===== src/rtl/tag_guard_pkg.sv =====
package tag_guard_pkg;
  // check-bit count for the chosen code
  function automatic int chk_w(int tag_w, bit sec);
    int r;
    if (!sec) return 1;
    r = 1;
    while ((1 << r) < tag_w + r + 1) r++;
    return r;
  endfunction

  function automatic int idx_w(int n);
    return (n > 1) ? $clog2(n) : 1;
  endfunction
endpackage


===== src/rtl/tag_guard_enc.sv =====
module tag_guard_enc #(
  parameter int TAG_W    = 20,
  parameter bit SEC_MODE = 1'b1,
  localparam int CHK_W   = tag_guard_pkg::chk_w(TAG_W, SEC_MODE),
  localparam int CW_W    = TAG_W + CHK_W
) (
  input  logic [TAG_W-1:0] tag_i,
  output logic [CW_W-1:0]  cw_o
);
  // tag bits covered by check bit j (data at non-power-of-two positions from 3)
  function automatic logic [TAG_W-1:0] cover_mask(int j);
    int pos;
    cover_mask = '0;
    pos = 2;
    for (int d = 0; d < TAG_W; d++) begin
      pos++;
      while ((pos & (pos - 1)) == 0) pos++;
      cover_mask[d] = pos[j];
    end
  endfunction

  logic [CHK_W-1:0] chk;

  if (SEC_MODE) begin : g_sec
    for (genvar j = 0; j < CHK_W; j++) begin : g_chk
      localparam logic [TAG_W-1:0] MASK = cover_mask(j);
      assign chk[j] = ^(tag_i & MASK);
    end
  end else begin : g_par
    assign chk = ^tag_i;
  end

  assign cw_o = {chk, tag_i};
endmodule


===== src/rtl/tag_guard_way.sv =====
module tag_guard_way #(
  parameter int CW_W     = 25,
  parameter bit SEC_MODE = 1'b1
) (
  input  logic [CW_W-1:0] fresh_i,
  input  logic [CW_W-1:0] stored_i,
  input  logic            valid_i,
  output logic            hit_o,
  output logic            flip_o
);
  logic [CW_W-1:0] diff;
  logic            same, one_off;

  assign diff    = fresh_i ^ stored_i;
  assign same    = (diff == '0);
  assign one_off = $onehot(diff);

  assign hit_o  = valid_i & (same | (SEC_MODE & one_off));
  assign flip_o = valid_i & one_off;
endmodule


===== src/rtl/tag_guard_cmp.sv =====
module tag_guard_cmp #(
  parameter int WAYS     = 4,
  parameter int TAG_W    = 20,
  parameter bit SEC_MODE = 1'b1,
  parameter bit OUT_REG  = 1'b1,
  localparam int CHK_W   = tag_guard_pkg::chk_w(TAG_W, SEC_MODE),
  localparam int CW_W    = TAG_W + CHK_W,
  localparam int IDX_W   = tag_guard_pkg::idx_w(WAYS)
) (
  input  logic                       clk_i,
  input  logic                       rst_ni,
  input  logic [TAG_W-1:0]           lookup_tag_i,
  input  logic [WAYS-1:0][CW_W-1:0]  way_cw_i,
  input  logic [WAYS-1:0]            valid_i,
  output logic [WAYS-1:0]            hit_vec_o,
  output logic                       hit_any_o,
  output logic [IDX_W-1:0]           hit_idx_o,
  output logic                       err_o
);
  logic [CW_W-1:0]  fresh;
  logic [WAYS-1:0]  hit_d, flip_d;
  logic [IDX_W-1:0] idx_d;
  logic             any_d, err_d;

  tag_guard_enc #(.TAG_W(TAG_W), .SEC_MODE(SEC_MODE)) enc_i (
    .tag_i (lookup_tag_i),
    .cw_o  (fresh)
  );

  for (genvar w = 0; w < WAYS; w++) begin : g_way
    tag_guard_way #(.CW_W(CW_W), .SEC_MODE(SEC_MODE)) way_i (
      .fresh_i  (fresh),
      .stored_i (way_cw_i[w]),
      .valid_i  (valid_i[w]),
      .hit_o    (hit_d[w]),
      .flip_o   (flip_d[w])
    );
  end

  // lowest way wins
  always_comb begin
    idx_d = '0;
    for (int i = WAYS - 1; i >= 0; i--)
      if (hit_d[i]) idx_d = IDX_W'(i);
  end

  assign any_d = |hit_d;
  assign err_d = |flip_d;

  if (OUT_REG) begin : g_reg
    always_ff @(posedge clk_i or negedge rst_ni) begin
      if (!rst_ni) begin
        hit_vec_o <= '0;
        hit_any_o <= 1'b0;
        hit_idx_o <= '0;
        err_o     <= 1'b0;
      end else begin
        hit_vec_o <= hit_d;
        hit_any_o <= any_d;
        hit_idx_o <= idx_d;
        err_o     <= err_d;
      end
    end
  end else begin : g_comb
    assign hit_vec_o = hit_d;
    assign hit_any_o = any_d;
    assign hit_idx_o = idx_d;
    assign err_o     = err_d;
  end
endmodule


===== config.mk =====
export PLATFORM = sky130hd
export DESIGN_NAME = tag_guard_cmp
export DESIGN_NICKNAME = d
export VERILOG_FILES = /design/src/rtl/tag_guard_pkg.sv /design/src/rtl/tag_guard_enc.sv /design/src/rtl/tag_guard_way.sv /design/src/rtl/tag_guard_cmp.sv
export SDC_FILE = /design/constraint.sdc
export NUM_CORES = 1
export LEC_CHECK = 0
export ABC_AREA = 1
export BUFFER_PORTS_ARGS = -buffer_cell sky130_fd_sc_hd__buf_2
export CAP_MARGIN = 20
export CORE_ASPECT_RATIO = 0.75
export CORE_MARGIN = 1
export CORE_UTILIZATION = 51
export DETAILED_ROUTE_END_ITERATION = 12
export PLACE_DENSITY = 0.76
export SETUP_SLACK_MARGIN = 0.4
export SKIP_CTS_REPAIR_TIMING = 1
export SLEW_MARGIN = 20
export SYNTH_ARGS = -nofsm -noshare
export SYNTH_HDL_FRONTEND = slang
export SYNTH_SLANG_ARGS = --single-unit

===== constraint.sdc =====
create_clock -name clk_i -period 0.8 [get_ports clk_i]
set_input_delay 0.16 -clock clk_i [delete_from_list [all_inputs] [get_ports clk_i]]
set_output_delay 0.16 -clock clk_i [all_outputs]
set_load 0.1 [all_outputs]

* Word level (Yosys, flattened, before mapping) *
Cells that the tools add are included.

storage, ports and cells
  flip-flop bits (word level) = 8
  input port bits = 126
  output and inout port bits = 8
  logic and storage cells = 135

cells by class
  add/subtract/negate cells = 96
  eq/ne operators = 4
  muxes and demuxes = 4
  bitwise operators = 16
  reductions and logical operators = 11

operators with widths
  cell                number
  $add 5x5->5         44
  $logic_not 25->1    4
  $reduce_xor 20->1   5
  $xor 25x25->25      4
  $add 1x1->2         48
  $add 5x1->5         4
  $eq 5x1->1 const B  4
  $and 1x1->1         8
  $mux 2              4
  $reduce_or 4->1     2
  $or 1x1->1          4

* Longest topological paths before layout *
Gate-level depths: netlist of the first run.

  word-level depth = 14
  depth in mapped cells = 29
  gate-level depth less buffers = 28

* Hierarchy *
A second synthesis of the first run with hierarchy kept.

unflattened totals
  cell total of the unflattened synthesis = 933
  area total of the unflattened synthesis = 5392.7 sq um

by module, submodules not included
  module                               times used  cells an instance  area each (sq um)  sequential area each (sq um)
  tag_guard_way at g_way[2].way_i ...  2           189                1082.3             0.0
  tag_guard_way at g_way[1].way_i      1           189                1086.0             0.0
  tag_guard_way at g_way[0].way_i      1           186                1077.3             0.0
  tag_guard_enc                        1           160                804.5              0.0
  tag_guard_cmp                        1           20                 260.2              200.2

* Least setup slack after synthesis of the first run *
OpenSTA, ideal clock, no wires.

  path kind = input -> register
  start = input lookup_tag_i[9]
  end = register hit_idx_o[0]
  setup time = 0.120 ns
  data arrival time = 5.506 ns
  required time = 0.680 ns
  path slack = -4.826 ns
  stages = 25
  path buffers = 1
  cell sequence = buf_6 xnor2_4 xor2_2 xor2_2 xor2_2 xnor2_1 inv_1 ha_1 fa_1 inv_1 fa_1 fa_1 fa_1 inv_1 fa_1 ha_1 fa_1 nor2_1 nand3_1 nor3b_1 nand2_1 nand2_1 inv_1 nand2_1 a21oi_1

between the ends
  elaborated cells between the ends (all ways) = 67
  those cells by class = add/sub: 40; eq/ne: 4; mux: 4; bitwise: 12; reduce/logical: 7

RTL lines
  item                                             RTL line             source
  from (decl)                                      tag_guard_cmp.sv:12  input logic [TAG_W-1:0] lookup_tag_i,
  $reduce_xor 20->1                                tag_guard_enc.sv:27  assign chk[j] = ^(tag_i & MASK);
  $xor 25x25->25 *                                 tag_guard_way.sv:14  assign diff = fresh_i ^ stored_i;
  $add 1x1->2 (implied by the code)                tag_guard_way.sv:16  assign one_off = $onehot(diff);
  $add 5x5->5 (implied by the code) (2 in series)  tag_guard_way.sv:16
  $add 5x1->5 (implied by the code)                tag_guard_way.sv:16
  $add 5x5->5 (implied by the code)                tag_guard_way.sv:16
  $eq 5x1->1                                       tag_guard_way.sv:16
  $or 1x1->1 *                                     tag_guard_way.sv:18  assign hit_o = valid_i & (same | (SEC_MODE & one_off));
  $and 1x1->1 *                                    tag_guard_way.sv:18
  net g_way[2].way_i.hit_o                         tag_guard_way.sv:8   output logic hit_o,
  $mux 2 * (3 in series)                           tag_guard_cmp.sv:44  if (hit_d[i]) idx_d = IDX_W'(i);
  net idx_d[0]                                     tag_guard_cmp.sv:22  logic [IDX_W-1:0] idx_d;
  to (signal assigned)                             tag_guard_cmp.sv:60  hit_idx_o <= idx_d;
  to (decl)                                        tag_guard_cmp.sv:17  output logic [IDX_W-1:0] hit_idx_o,

The timed path passes the listed nets; every way through them passes the cells marked *.

* Final worst setup path of the first run *
Ends and elaborated chain as after synthesis.

==> results.json, run 1 <==
{
  "drt-pass1-iter-count": 5,
  "diodes": 0,
  "place.gp.congestion": 0.9368,
  "synth.area.top_cells": "fa_1 27%, ha_1 24%, xnor2_1 16%",
  "max_freq_ghz": 0.1714,
  "cts_tree": "yes",
  "slew_headroom": 0.6947,
  "ys_seq_elements": 8,
  "ioPinCount": 134,
  "numPortBuffers": 133,
  "netlist_area_um2": 6000,
  "drv_cap": 0,
  "drt-initial-drc-count": 416,
  "clk_pin_slew_ps": 40,
  "critPathArrivalTime_ps": 5960,
  "grt_pass1_vias": 5544,
  "yosys_warnings": 0,
  "die_area_um2": 12210,
  "rsz0062_at_grt": "yes",
  "routedWlPerCell_um": 17.73,
  "seq_area_frac_synth": 0.03337,
  "final.setup.worst_slack_ps": -5034,
  "synth-xor-area-share": 0.2069,
  "fin_area_um2": 8584,
  "grt_max_degree": 9,
  "syn_inst": 701,
  "syn_to_final_growth_pct": 43.09,
  "nets": 1283,
  "worst-setup-path-type": "input pin to flop",
  "n_fill_cell": 673,
  "drive_gt1_frac": 0.4056,
  "clock_path_buffers": 2,
  "ant_nets": 0,
  "start_util": 0.5362,
  "row_count": 33,
  "syn_area_per_cell_um2": 8.558,
  "worstMarginPinSlew_ps": 453.8,
  "regArea_um2": 227.7,
  "fin_crit_ps": 5834,
  "violations": "hold timing, setup timing",
  "crit_path_top_delay_cell": "fa_2",
  "syn_nets": 1023,
  "start_kind": "input pin",
  "routed_wl_mm": 19.79,
  "post_dp_cell_area_um2": 7951,
  "hold_viol_final": 8,
  "hold_slack_ps": -233.2,
  "drv_slew": 0,
  "layout_common_cells": "211 x inv_1, 137 x buf_4, 119 x buf_2",
  "core_um2": 11190,
  "antenna_found_initial": 0,
  "yosysTopAreaCell": "fa_1",
  "status": "complete, but fails checks",
  "root_buffer": "clkbuf_16",
  "yosys.area_share.simple": 0.07883,
  "synth_compound_area_frac": 0.007508,
  "synthMuxAreaShare": 0,
  "grtUsageTotal": 0.2870,
  "setup_viol": 16,
  "drt-vias-per-instance": 4.977,
  "cts_buffers": 3,
  "synth-adder-area-share": 0.5089,
  "yosysTopAreaCellShare": 0.2669,
  "die_x_um": 127.2,
  "vias": 5554,
  "mostFrequentLayoutCell": "inv_1",
  "fin_crit_sh": 7.292,
  "die_h_um": 95.93,
  "crit_path_frequent_cell": "fa_2",
  "dp_hpwl_mm": 15.39,
  "critPathMaxFanout": 3,
  "drc_errors": 0,
  "place_ws_ps": -5169,
  "grt_first_pass_wirelength_mm": 26.17,
  "fin_tns_setup_ps": -40970,
  "htreeDepth": 1,
  "overflow": 0,
  "worstPathRequired_ps": 920,
  "ys_types": 20,
  "hold_path.class": "input pin to asynchronous set/reset pin",
  "critPathCaptureType": "flop",
  "multi_input_area_um2": 5305,
  "cp_slowest_stage_delay_ps": 550,
  "synth_top_family_by_area": "adder cells",
  "cts_sinks": 8
}
[registers in the layout, indices dropped and copies added, names as in the netlist]
register,cells
err_o,1
hit_any_o,1
hit_idx_o,2
hit_vec_o,4
[logic make-up (layout without fill, tap and decap cells)]
logic type | after synthesis | in the layout
buffers and inverters | 250 | 508
DFF | 8 | 8
adders and majority gates | 196 | 196
and+or+nand+nor | 104 | 104
xor gates and xnor gates | 134 | 134
AOI/OAI and AO/OA | 9 | 9
[worst max-delay path: cells and delay by family]
kind / cells / cell delay (ps)
compound gates: 1 / 60
fa+ha+maj: 8 / 3320
buf+inv: 6 / 520
simple gates: 5 / 660
xor+xnor: 6 / 1200
[layer usage]
layer  global-route usage  wire, um
met1               0.3608      7680
met2               0.5060      9568
met3              0.04002      1572
met4               0.1131       968
met5                    0         0
[synth_stat cells]
cell     count
buf_2       15
nor3_1       2
nor4_1       3
nand4_1     10
xor2_1      18
buf_6        3
nor2_1       7
a21oi_1      9
nor3b_1      4
ha_1       116
fa_1        80
nand2_1     52
xnor2_2      1
inv_1      230
buf_4        2
dfrtp_1      8
xor2_2       3
xnor2_1    110
xnor2_4      2
nand3_1     26
[through the flow]
stage | cells | utilization
after floorplan | 701 | -
after global placement | 1103 | 0.7106
after detailed placement | 1103 | 0.7106
after CTS | 1106 | 0.7173
after global routing | 1116 | 0.7672
final | 1116 | 0.7672
[final cells by class]
cell class                      instances  share of cell area
Clock buffer                            3            0.008745
Inverter                              230              0.1006
Multi-Input combinational cell        443              0.6180
Sequential cell                         8             0.02653
Tap cell                              157             0.02288
Timing Repair Buffer                  275              0.2233
[final timing paths]
kind | startpoint | end | slack (ps) | cells after the start
worst min-delay path | rst_ni | err_o$_DFF_PN0_ | -230 | 1
min in group clk_i | way_cw_i[24] | hit_vec_o[0]$_DFF_PN0_ | 420 | 5
worst max-delay path | lookup_tag_i[9] | hit_idx_o[0]$_DFF_PN0_ | -5030 | 26
max in group asynchronous | rst_ni | hit_any_o$_DFF_PN0_ | 840 | 1
Power of run 1 is left out: the tool's default activity adds up to more than one toggle a clock period on the data nets, which glitch-free logic cannot reach.
==> run 2: changes to the inputs <==
Settings changed: MAX_ROUTING_LAYER from default to met4.
==> results.json, run 2 (synthesized netlist as in run 1, its figures left out) <==
{
  "crit_path_top_delay_cell": "fa_2",
  "drt-vias-per-instance": 5.151,
  "critical-path-top-delay-family": "adder cells",
  "hold_path.class": "input pin to asynchronous set/reset pin",
  "clock_path_buffers": 2,
  "hold_viol_final": 8,
  "status": "complete, but fails checks",
  "critPathMaxFanout": 7,
  "syn_to_final_growth_pct": 43.07,
  "grt_pass1_vias": 5549,
  "die_area_um2": 12210,
  "drive_gt1_frac": 0.4067,
  "root_buffer": "clkbuf_16",
  "mostFrequentLayoutCell": "inv_1",
  "violations": "hold timing, setup timing",
  "layout_common_cells": "210 x inv_1, 135 x buf_4, 119 x buf_2",
  "crit_path_frequent_cell": "fa_2",
  "drt-pass1-iter-count": 6,
  "routed_wl_mm": 20.83,
  "multi_input_area_um2": 5294,
  "nets": 1283,
  "ioPinCount": 134,
  "cp_slowest_stage_delay_ps": 550,
  "regArea_um2": 227.7,
  "die_x_um": 127.2,
  "top_regs": "hit_vec_o x4, hit_idx_o x2",
  "grt_first_pass_wirelength_mm": 26.19,
  "drv_slew": 0,
  "place.gp.congestion": 0.9535,
  "grt_max_degree": 9,
  "fin_crit_ps": 5965,
  "post_dp_cell_area_um2": 7951,
  "cts_tree": "yes",
  "grtUsageTotal": 0.2957,
  "clk_pin_slew_ps": 40,
  "routedWlPerCell_um": 18.65,
  "numPortBuffers": 133,
  "slew_headroom": 0.7309,
  "htreeDepth": 1,
  "rsz0062_at_grt": "yes",
  "worstMarginPinSlew_ps": 399.9,
  "largest_reg_flops": 4,
  "drt-initial-drc-count": 349,
  "setup_viol": 16,
  "core_um2": 11190,
  "critPathArrivalTime_ps": 6080,
  "drc_errors": 0,
  "overflow": 0,
  "n_fill_cell": 661,
  "cts_buffers": 3,
  "final.setup.worst_slack_ps": -5165,
  "die_h_um": 95.93,
  "ant_nets": 0,
  "critPathCaptureType": "flop",
  "max_freq_ghz": 0.1676,
  "hold_slack_ps": -235.8,
  "dp_hpwl_mm": 15.39,
  "drv_cap": 0,
  "cts_sinks": 8,
  "worstPathRequired_ps": 920,
  "vias": 5754,
  "top_register": "hit_vec_o",
  "fin_crit_sh": 7.456,
  "worst-setup-path-type": "input pin to flop",
  "fin_area_um2": 8583,
  "start_util": 0.5362,
  "antenna_found_initial": 1,
  "row_count": 33,
  "start_kind": "input pin",
  "crit_buf_inv": 6
}
## run 2: layer usage
layer / vias to the layer above / share of wire / wire (um) / track usage
met5: - / 0 / 0 / -
met4: 0 / 0.059 / 1236 / 0.1131
met3: 131 / 0.080 / 1674 / 0.03835
met2: 381 / 0.48 / 9942 / 0.5060
met1: 2733 / 0.38 / 7975 / 0.3618
li1: 2509 / - / - / -
## run 2: stage by stage
| stage | worst slack, ps | hold slack (ps) | cells | setup TNS (ps) | util |
|---|---|---|---|---|---|
| 4_1_cts | -4953 | -231.2 | 1106 | -40800 | 0.7173 |
| 6_report | -5165 | -235.8 | 1117 | -41670 | 0.7671 |
| 3_5_place_dp | -5169 | 12.53 | 1103 | -40680 | 0.7106 |
| 2_1_floorplan | -4581 | -135.6 | 701 | -35710 | - |
| 3_3_place_gp | -5026 | 5.899 | 1103 | -39690 | 0.7106 |
| 5_1_grt | -5255 | -220.4 | 1117 | -42580 | 0.7671 |
## run 2: worst max-delay path by stage
stage                                 from  depth (start not counted)                endpoint
after floorplan           lookup_tag_i[10]                         25  hit_idx_o[0]$_DFF_PN0_
after global placement    lookup_tag_i[10]                         24  hit_idx_o[0]$_DFF_PN0_
after detailed placement  lookup_tag_i[10]                         24  hit_idx_o[1]$_DFF_PN0_
after CTS                 lookup_tag_i[10]                         24  hit_idx_o[1]$_DFF_PN0_
after global routing      lookup_tag_i[17]                         26  hit_idx_o[1]$_DFF_PN0_
final                     lookup_tag_i[15]                         26  hit_idx_o[1]$_DFF_PN0_
## run 2: area by class of cell
| class | count | share of cell area |
|---|---|---|
| Antenna cell | 1 | 0.0002915 |
| Clock buffer | 3 | 0.008746 |
| Inverter | 230 | 0.1006 |
| Multi-Input combinational cell | 443 | 0.6168 |
| Sequential cell | 8 | 0.02653 |
| Tap cell | 157 | 0.02289 |
| Timing Repair Buffer | 275 | 0.2242 |
Power of run 2 is left out for the same reason.
